[src/rtl/irqc_pkg.sv]
package irqc_pkg;

  localparam int ADDR_W = 3;

  typedef enum logic [ADDR_W-1:0] {
    RA_STAT = 3'd0,
    RA_ENAB = 3'd1,
    RA_CRIT = 3'd2,
    RA_POL  = 3'd3,
    RA_TRIG = 3'd4,
    RA_VCFG = 3'd5
  } reg_addr_e;

endpackage

[src/rtl/irqc_capture.sv]
// Per-input active-level detection and edge latching.
module irqc_capture #(
  parameter int N_SRC = 32
) (
  input  logic             clk,
  input  logic             rst_n,
  input  logic [N_SRC-1:0] irq_in,
  input  logic [N_SRC-1:0] pol,
  input  logic [N_SRC-1:0] trig,
  input  logic [N_SRC-1:0] clr,
  output logic [N_SRC-1:0] status_view
);

  for (genvar i = 0; i < N_SRC; i++) begin : g_src
    logic act;
    logic act_q;
    logic edge_hit;
    logic latch_q;
    logic latch_d;

    // Active level after polarity
    assign act      = pol[i] ? irq_in[i] : ~irq_in[i];
    assign edge_hit = act & ~act_q;

    // Next state: a new edge wins over a clear in the same cycle
    always_comb begin
      if (!trig[i])      latch_d = 1'b0;
      else if (edge_hit) latch_d = 1'b1;
      else if (clr[i])   latch_d = 1'b0;
      else               latch_d = latch_q;
    end

    always_ff @(posedge clk or negedge rst_n) begin
      if (!rst_n) begin
        act_q   <= 1'b0;
        latch_q <= 1'b0;
      end else begin
        act_q   <= act;
        latch_q <= latch_d;
      end
    end

    assign status_view[i] = trig[i] ? latch_q : act;
  end

endmodule

[src/rtl/irqc_regs.sv]
// Configuration registers and the bus view, with input i at bit DATA_W-1-i.
module irqc_regs
  import irqc_pkg::*;
#(
  parameter int N_SRC  = 32,
  parameter int DATA_W = 32
) (
  input  logic              clk,
  input  logic              rst_n,
  input  logic              bus_sel,
  input  logic              bus_wr,
  input  logic [ADDR_W-1:0] bus_addr,
  input  logic [DATA_W-1:0] bus_wdata,
  input  logic [N_SRC-1:0]  status_view,
  output logic [DATA_W-1:0] bus_rdata,
  output logic [N_SRC-1:0]  en_o,
  output logic [N_SRC-1:0]  crit_o,
  output logic [N_SRC-1:0]  pol_o,
  output logic [N_SRC-1:0]  trig_o,
  output logic [DATA_W-1:0] vcfg_o,
  output logic [N_SRC-1:0]  clr_o
);

  logic              we;
  logic              re;
  logic              stat_ce, en_ce, crit_ce, pol_ce, trig_ce, vcfg_ce;
  logic [N_SRC-1:0]  wsrc;
  logic [N_SRC-1:0]  en_q, crit_q, pol_q, trig_q;
  logic [DATA_W-1:0] vcfg_q;
  logic [DATA_W-1:0] stat_rv, en_rv, crit_rv, pol_rv, trig_rv;

  // Strobes and clock enables
  always_comb begin
    we      = bus_sel &  bus_wr;
    re      = bus_sel & ~bus_wr;
    stat_ce = we && (bus_addr == RA_STAT);
    en_ce   = we && (bus_addr == RA_ENAB);
    crit_ce = we && (bus_addr == RA_CRIT);
    pol_ce  = we && (bus_addr == RA_POL);
    trig_ce = we && (bus_addr == RA_TRIG);
    vcfg_ce = we && (bus_addr == RA_VCFG);
  end

  // Bit reversal between input numbering and the register view
  always_comb begin
    wsrc    = '0;
    stat_rv = '0;
    en_rv   = '0;
    crit_rv = '0;
    pol_rv  = '0;
    trig_rv = '0;
    for (int i = 0; i < N_SRC; i++) begin
      wsrc[i]              = bus_wdata[DATA_W-1-i];
      stat_rv[DATA_W-1-i]  = status_view[i];
      en_rv[DATA_W-1-i]    = en_q[i];
      crit_rv[DATA_W-1-i]  = crit_q[i];
      pol_rv[DATA_W-1-i]   = pol_q[i];
      trig_rv[DATA_W-1-i]  = trig_q[i];
    end
  end

  always_ff @(posedge clk or negedge rst_n) begin
    if (!rst_n) begin
      en_q   <= '0;
      crit_q <= '0;
      pol_q  <= '0;
      trig_q <= '0;
      vcfg_q <= '0;
    end else begin
      if (en_ce)   en_q   <= wsrc;
      if (crit_ce) crit_q <= wsrc;
      if (pol_ce)  pol_q  <= wsrc;
      if (trig_ce) trig_q <= wsrc;
      if (vcfg_ce) vcfg_q <= bus_wdata;
    end
  end

  // Read mux
  always_comb begin
    bus_rdata = '0;
    if (re) begin
      case (bus_addr)
        RA_STAT: bus_rdata = stat_rv;
        RA_ENAB: bus_rdata = en_rv;
        RA_CRIT: bus_rdata = crit_rv;
        RA_POL:  bus_rdata = pol_rv;
        RA_TRIG: bus_rdata = trig_rv;
        RA_VCFG: bus_rdata = vcfg_q;
        default: bus_rdata = '0;
      endcase
    end
  end

  assign clr_o  = stat_ce ? wsrc : '0;
  assign en_o   = en_q;
  assign crit_o = crit_q;
  assign pol_o  = pol_q;
  assign trig_o = trig_q;
  assign vcfg_o = vcfg_q;

endmodule

[src/rtl/irqc_prio.sv]
// Fixed-priority encoder with selectable direction and vector formation.
module irqc_prio #(
  parameter int N_SRC  = 32,
  parameter int DATA_W = 32
) (
  input  logic [N_SRC-1:0]  pend,
  input  logic [DATA_W-1:0] vcfg,
  output logic [DATA_W-1:0] vec
);

  localparam int IDX_W = (N_SRC > 1) ? $clog2(N_SRC) : 1;

  logic              low_first;
  logic [IDX_W-1:0]  idx;
  logic [DATA_W-1:0] base;
  logic [DATA_W-1:0] offs;

  assign low_first = vcfg[0];
  assign base      = {vcfg[DATA_W-1:1], 1'b0};

  // The last match in scan order wins
  always_comb begin
    idx = '0;
    if (low_first) begin
      for (int i = N_SRC - 1; i >= 0; i--)
        if (pend[i]) idx = IDX_W'(i);
    end else begin
      for (int i = 0; i < N_SRC; i++)
        if (pend[i]) idx = IDX_W'(i);
    end
  end

  assign offs = {{(DATA_W-IDX_W){1'b0}}, idx} << 2;
  assign vec  = base + offs;

endmodule

[src/rtl/irqc_top.sv]
module irqc_top
  import irqc_pkg::*;
#(
  parameter int N_SRC  = 32,
  parameter int DATA_W = 32
) (
  input  logic              clk,
  input  logic              rst_n,
  input  logic [N_SRC-1:0]  irq_in,
  input  logic              bus_sel,
  input  logic              bus_wr,
  input  logic [ADDR_W-1:0] bus_addr,
  input  logic [DATA_W-1:0] bus_wdata,
  output logic [DATA_W-1:0] bus_rdata,
  output logic              irq_norm,
  output logic              irq_crit,
  output logic [DATA_W-1:0] irq_vec
);

  logic [1:0]        rst_sync_q;
  logic              srst_n;
  logic [N_SRC-1:0]  en_w, crit_w, pol_w, trig_w, clr_w;
  logic [N_SRC-1:0]  status_w;
  logic [N_SRC-1:0]  pend_w;
  logic [DATA_W-1:0] vcfg_w;

  // Reset asserts at once and releases on a clock edge
  always_ff @(posedge clk or negedge rst_n) begin
    if (!rst_n) rst_sync_q <= 2'b00;
    else        rst_sync_q <= {rst_sync_q[0], 1'b1};
  end
  assign srst_n = rst_sync_q[1];

  irqc_regs #(.N_SRC(N_SRC), .DATA_W(DATA_W)) u_regs (
    .clk         (clk),
    .rst_n       (srst_n),
    .bus_sel     (bus_sel),
    .bus_wr      (bus_wr),
    .bus_addr    (bus_addr),
    .bus_wdata   (bus_wdata),
    .status_view (status_w),
    .bus_rdata   (bus_rdata),
    .en_o        (en_w),
    .crit_o      (crit_w),
    .pol_o       (pol_w),
    .trig_o      (trig_w),
    .vcfg_o      (vcfg_w),
    .clr_o       (clr_w)
  );

  irqc_capture #(.N_SRC(N_SRC)) u_cap (
    .clk         (clk),
    .rst_n       (srst_n),
    .irq_in      (irq_in),
    .pol         (pol_w),
    .trig        (trig_w),
    .clr         (clr_w),
    .status_view (status_w)
  );

  assign pend_w   = status_w & en_w;
  assign irq_norm = |(pend_w & ~crit_w);
  assign irq_crit = |(pend_w &  crit_w);

  irqc_prio #(.N_SRC(N_SRC), .DATA_W(DATA_W)) u_prio (
    .pend (pend_w),
    .vcfg (vcfg_w),
    .vec  (irq_vec)
  );

endmodule

[config.mk]
export PLATFORM = sky130hd
export DESIGN_NAME = irqc_top
export DESIGN_NICKNAME = d
export VERILOG_FILES = /design/src/rtl/irqc_pkg.sv /design/src/rtl/irqc_capture.sv /design/src/rtl/irqc_regs.sv /design/src/rtl/irqc_prio.sv /design/src/rtl/irqc_top.sv
export SDC_FILE = /design/constraint.sdc
export NUM_CORES = 1
export LEC_CHECK = 0
export BUFFER_PORTS_ARGS = -buffer_cell sky130_fd_sc_hd__clkbuf_2
export CORE_AREA = 2 2 176 178
export CTS_CLUSTER_SIZE = 10
export DETAILED_ROUTE_END_ITERATION = 6
export DIE_AREA = 0 0 178 180
export PLACE_DENSITY = 0.7
export SLEW_MARGIN = 20
export SYNTH_ARGS = -nofsm -noshare
export SYNTH_HDL_FRONTEND = slang
export SYNTH_SLANG_ARGS = --single-unit
export TNS_END_PERCENT = 20
[constraint.sdc]
create_clock -name clk -period 6.5 [get_ports clk]
set_input_delay 1.625 -clock clk [delete_from_list [all_inputs] [get_ports clk]]
set_output_delay 1.625 -clock clk [all_outputs]
set_load 0.02 [all_outputs]
==> impl_metrics.yaml <==
drt:
  drt-vias-per-instance: 5.69
  vias: 10900
  drtIter0Drc: 941
  wirelength_um: 40900
  drc: 0
  wl_per_cell_um: 21.4
  ant_nets: 0
  dr.pass1.iters: 6
placement:
  gp_congestion: 0.965
  dp.cells: 1857
  port_buffers: 135
  dp_slack_ns: -0.397
  dp_hpwl_um: 29900
sta:
  worst_pin_slew_ns: 0.984
  final.setup_skew_ns: 0.00678
  post-route-period-util_pct: 100
  max_clock_freq_ghz: 0.153
  relSlewSlack_pct: 34.4
  finalMaxSlewViolations: 0
  hold_violations: 0
  setup_viol: 1
  fin_crit_ns: 6.53
  rsz0062_at_grt: "yes"
  hold_ws_ns: 0.298
  setup_ws_ns: -0.0310
clock_network:
  cts_buffers: 27
  clk_pin_slew_worst_paths_ns: 0.06
  cts_tree: "done"
  cts_num_sinks: 226
  h-tree-depth: 1
  cts_root_buf: "clkbuf_16"
  clock_latency_ns: 0.53
  clockBufferDepth: 3
hold_path:
  hp-class: "reg2async"
synthesis:
  synth_area_leaders: "dfrtp_1 (45%), mux2_2 (15%), nand2_1 (4.1%)"
  ys_ff_latch: 226
  synth-compound-area-share_pct: 15.8
  yosys-top-cells-count: "dfrtp_1 (226), mux2_2 (168), nand2_1 (136), nor2_1 (89), o21ai_0 (65)"
  synth_edf_count: 0
  avgSynthCellArea_um2: 10.0
  synth_cell_types: 67
  yosysWarnings: 0
  syn-cell-area_um2: 12500
  synth-simple-area-share_pct: 13.7
  ys_async_sr_fraction_pct: 100
  synth-xor-area-share_pct: 4.28
  synthAdderAreaFrac_pct: 0.663
  netlist.area_leader.share_pct: 45.4
  synthFlopType: "dfrtp_1"
  yosys.cell_count.top_type: "dfrtp_1"
  yosysTopAreaCell: "dfrtp_1"
  syn-num-nets: 1318
  synth_mux_area_share_pct: 16.6
  yosysSeqAreaShare_pct: 45.4
  synth_top_family_by_area: "multiplexers"
  synthCells: 1241
run_status:
  violations: "negative setup slack"
  status: "finished, violations left"
critical_path:
  crit_path_frequent_cell: "buf_4"
  crit_arrival_ns: 4.91
  crit_family: "compound AO/OA/AOI/OAI gates"
  criticalPathCategory: "in2out"
  slowest_stage: "a2111oi_4"
  path_buf_inv: 4
  path_max_fanout: 3
  end_kind: "primary output"
  critical_path.max_stage_delay_ns: 0.36
  path_cells: "clkbuf_2 -> xor2_2 -> o21ai_1 -> buf_4 -> and2_4 -> a2111oi_4 -> o211ai_1 -> o211ai_1 -> a32o_2 -> ha_4 -> fa_2 -> a21o_1 -> a21oi_2 -> nor2b_2 -> o2111ai_1 -> buf_4 -> nor2_4 -> nand3_1 -> xnor2_1 -> buf_4"
  startpoint_type: "input port"
  required_ns: 4.88
floorplanning:
  initial_utilization_pct: 41.2
  num_rows: 64
  ioPinCount: 137
  die_h_um: 180
  die_w_um: 178
  core_area_um2: 30200
  die_area_um2: 32000
flow_run:
  drv_cap: 0
global_route:
  grt_pass1_vias: 10800
  grt_util_all_layers_pct: 25.4
  overflow: 0
  grt_antenna_before_repair: 1
  grt_pass1_wl_um: 62800
  grt_max_degree: 82
finish:
  fin_cells: 1909
  antenna_cells: 0
  fin_nets: 1582
  drive_gt1_share_pct: 38.2
  area_growth_pct: 26.9
pwr:
  powerDensity_nw_per_um2: 372
  power_leakage_nw: 7.05
  vdd_drop_max_mv: 0.292
  total_power_mw: 5.89
[metrics by stage]
stage	util, %	TNS [ns]	cell area (um^2)
final	52.4	-0.0310	15800
after global routing	52.4	-2.33	15800
after CTS	51.4	-0.212	15500
after detailed placement	47.9	-6.47	14500
after global placement	47.9	-5.94	14500
after floorplan	-	0	12500
[path summary, 6_finish.rpt]
check / from / endpoint / slack (ns) / cells after the start
min in group clk: rst_sync_q[0] / rst_sync_q[1] / 0.35 / 0
max reg2reg: rst_sync_q[1] / u_cap.g_src[28].latch_q / 4.54 / 2
min reg2reg: rst_sync_q[1] / u_regs.trig_o[12] / 0.30 / 0
max: irq_in[26] / irq_vec[28] / -0.03 / 20
max in group asynchronous: rst_sync_q[1] / u_cap.g_src[28].latch_q / 4.54 / 2
min: rst_sync_q[1] / u_regs.trig_o[12] / 0.30 / 0
[sequential cells by signal (all words and copies together) (netlist names)]
register	flops
rst_sync_q	2
u_cap.g_src.act_q	32
u_cap.g_src.latch_q	32
u_regs.crit_o	32
u_regs.en_o	32
u_regs.pol_o	32
u_regs.trig_o	32
u_regs.vcfg_o	32
[logic make-up after synthesis]
| kind of cell | count (synthesis) |
|---|---|
| other | 2 |
| buffers and inverters | 104 |
| AOI/OAI and AO/OA | 290 |
| adders and majority gates | 6 |
| muxes | 186 |
| xor gates and xnor gates | 60 |
| and+or+nand+nor | 367 |
| DFF | 226 |
[worst reg2reg max path: stages, from the launching register on]
cell     delay [ns]
dfrtp_4        0.74
buf_16         0.31
buf_4          0.80
[layer usage]
metal  vias up  part of all wire (%)  GRT usage (%)
met5         -                 0.032              0
met4         2                   3.6           8.39
met3        80                   5.6           4.67
met2       347                    48           41.3
met1      5472                    43           34.2
li1       4964                     -              -
[where the power goes]
group	switching, mW	total [mW]	leakage (nW)	internal, mW
Sequential	0.390	2.13	2.78	1.74
Combinational	1.25	2.41	3.91	1.16
Clock	0.561	1.35	0.360	0.784
[cells in the final DEF, fill, tap and decap left out, types with 28 or more instances in the layout]
cell type / count
buf_4: 157
nor2_1: 84
a21oi_1: 58
nor2b_1: 32
a22oi_1: 53
o21ai_0: 44
nand2_1: 132
inv_1: 50
nand3_1: 28
clkbuf_2: 119
mux2_2: 168
dfrtp_1: 225
[what timing repair did]
item | 4_1_cts | 5_1_grt
hold buffers | 0 | 0
setup buffers | 9 | 8
gates resized for setup | 74 | 66
pin swaps | 27 | 20
setup endpoints to repair | 25 | 25
[area by class of cell]
| class | instances | area, um^2 |
|---|---|---|
| Sequential cell | 226 | 5660 |
| Timing Repair Buffer | 287 | 1910 |
| Clock buffer | 35 | 706 |
| Inverter | 52 | 195 |
| Tap cell | 396 | 495 |
| Multi-Input combinational cell | 911 | 6800 |
| Fill cell | 2756 | 14400 |
| Clock inverter | 2 | 35.0 |
Note: power is estimated with default switching activity, not from simulation.
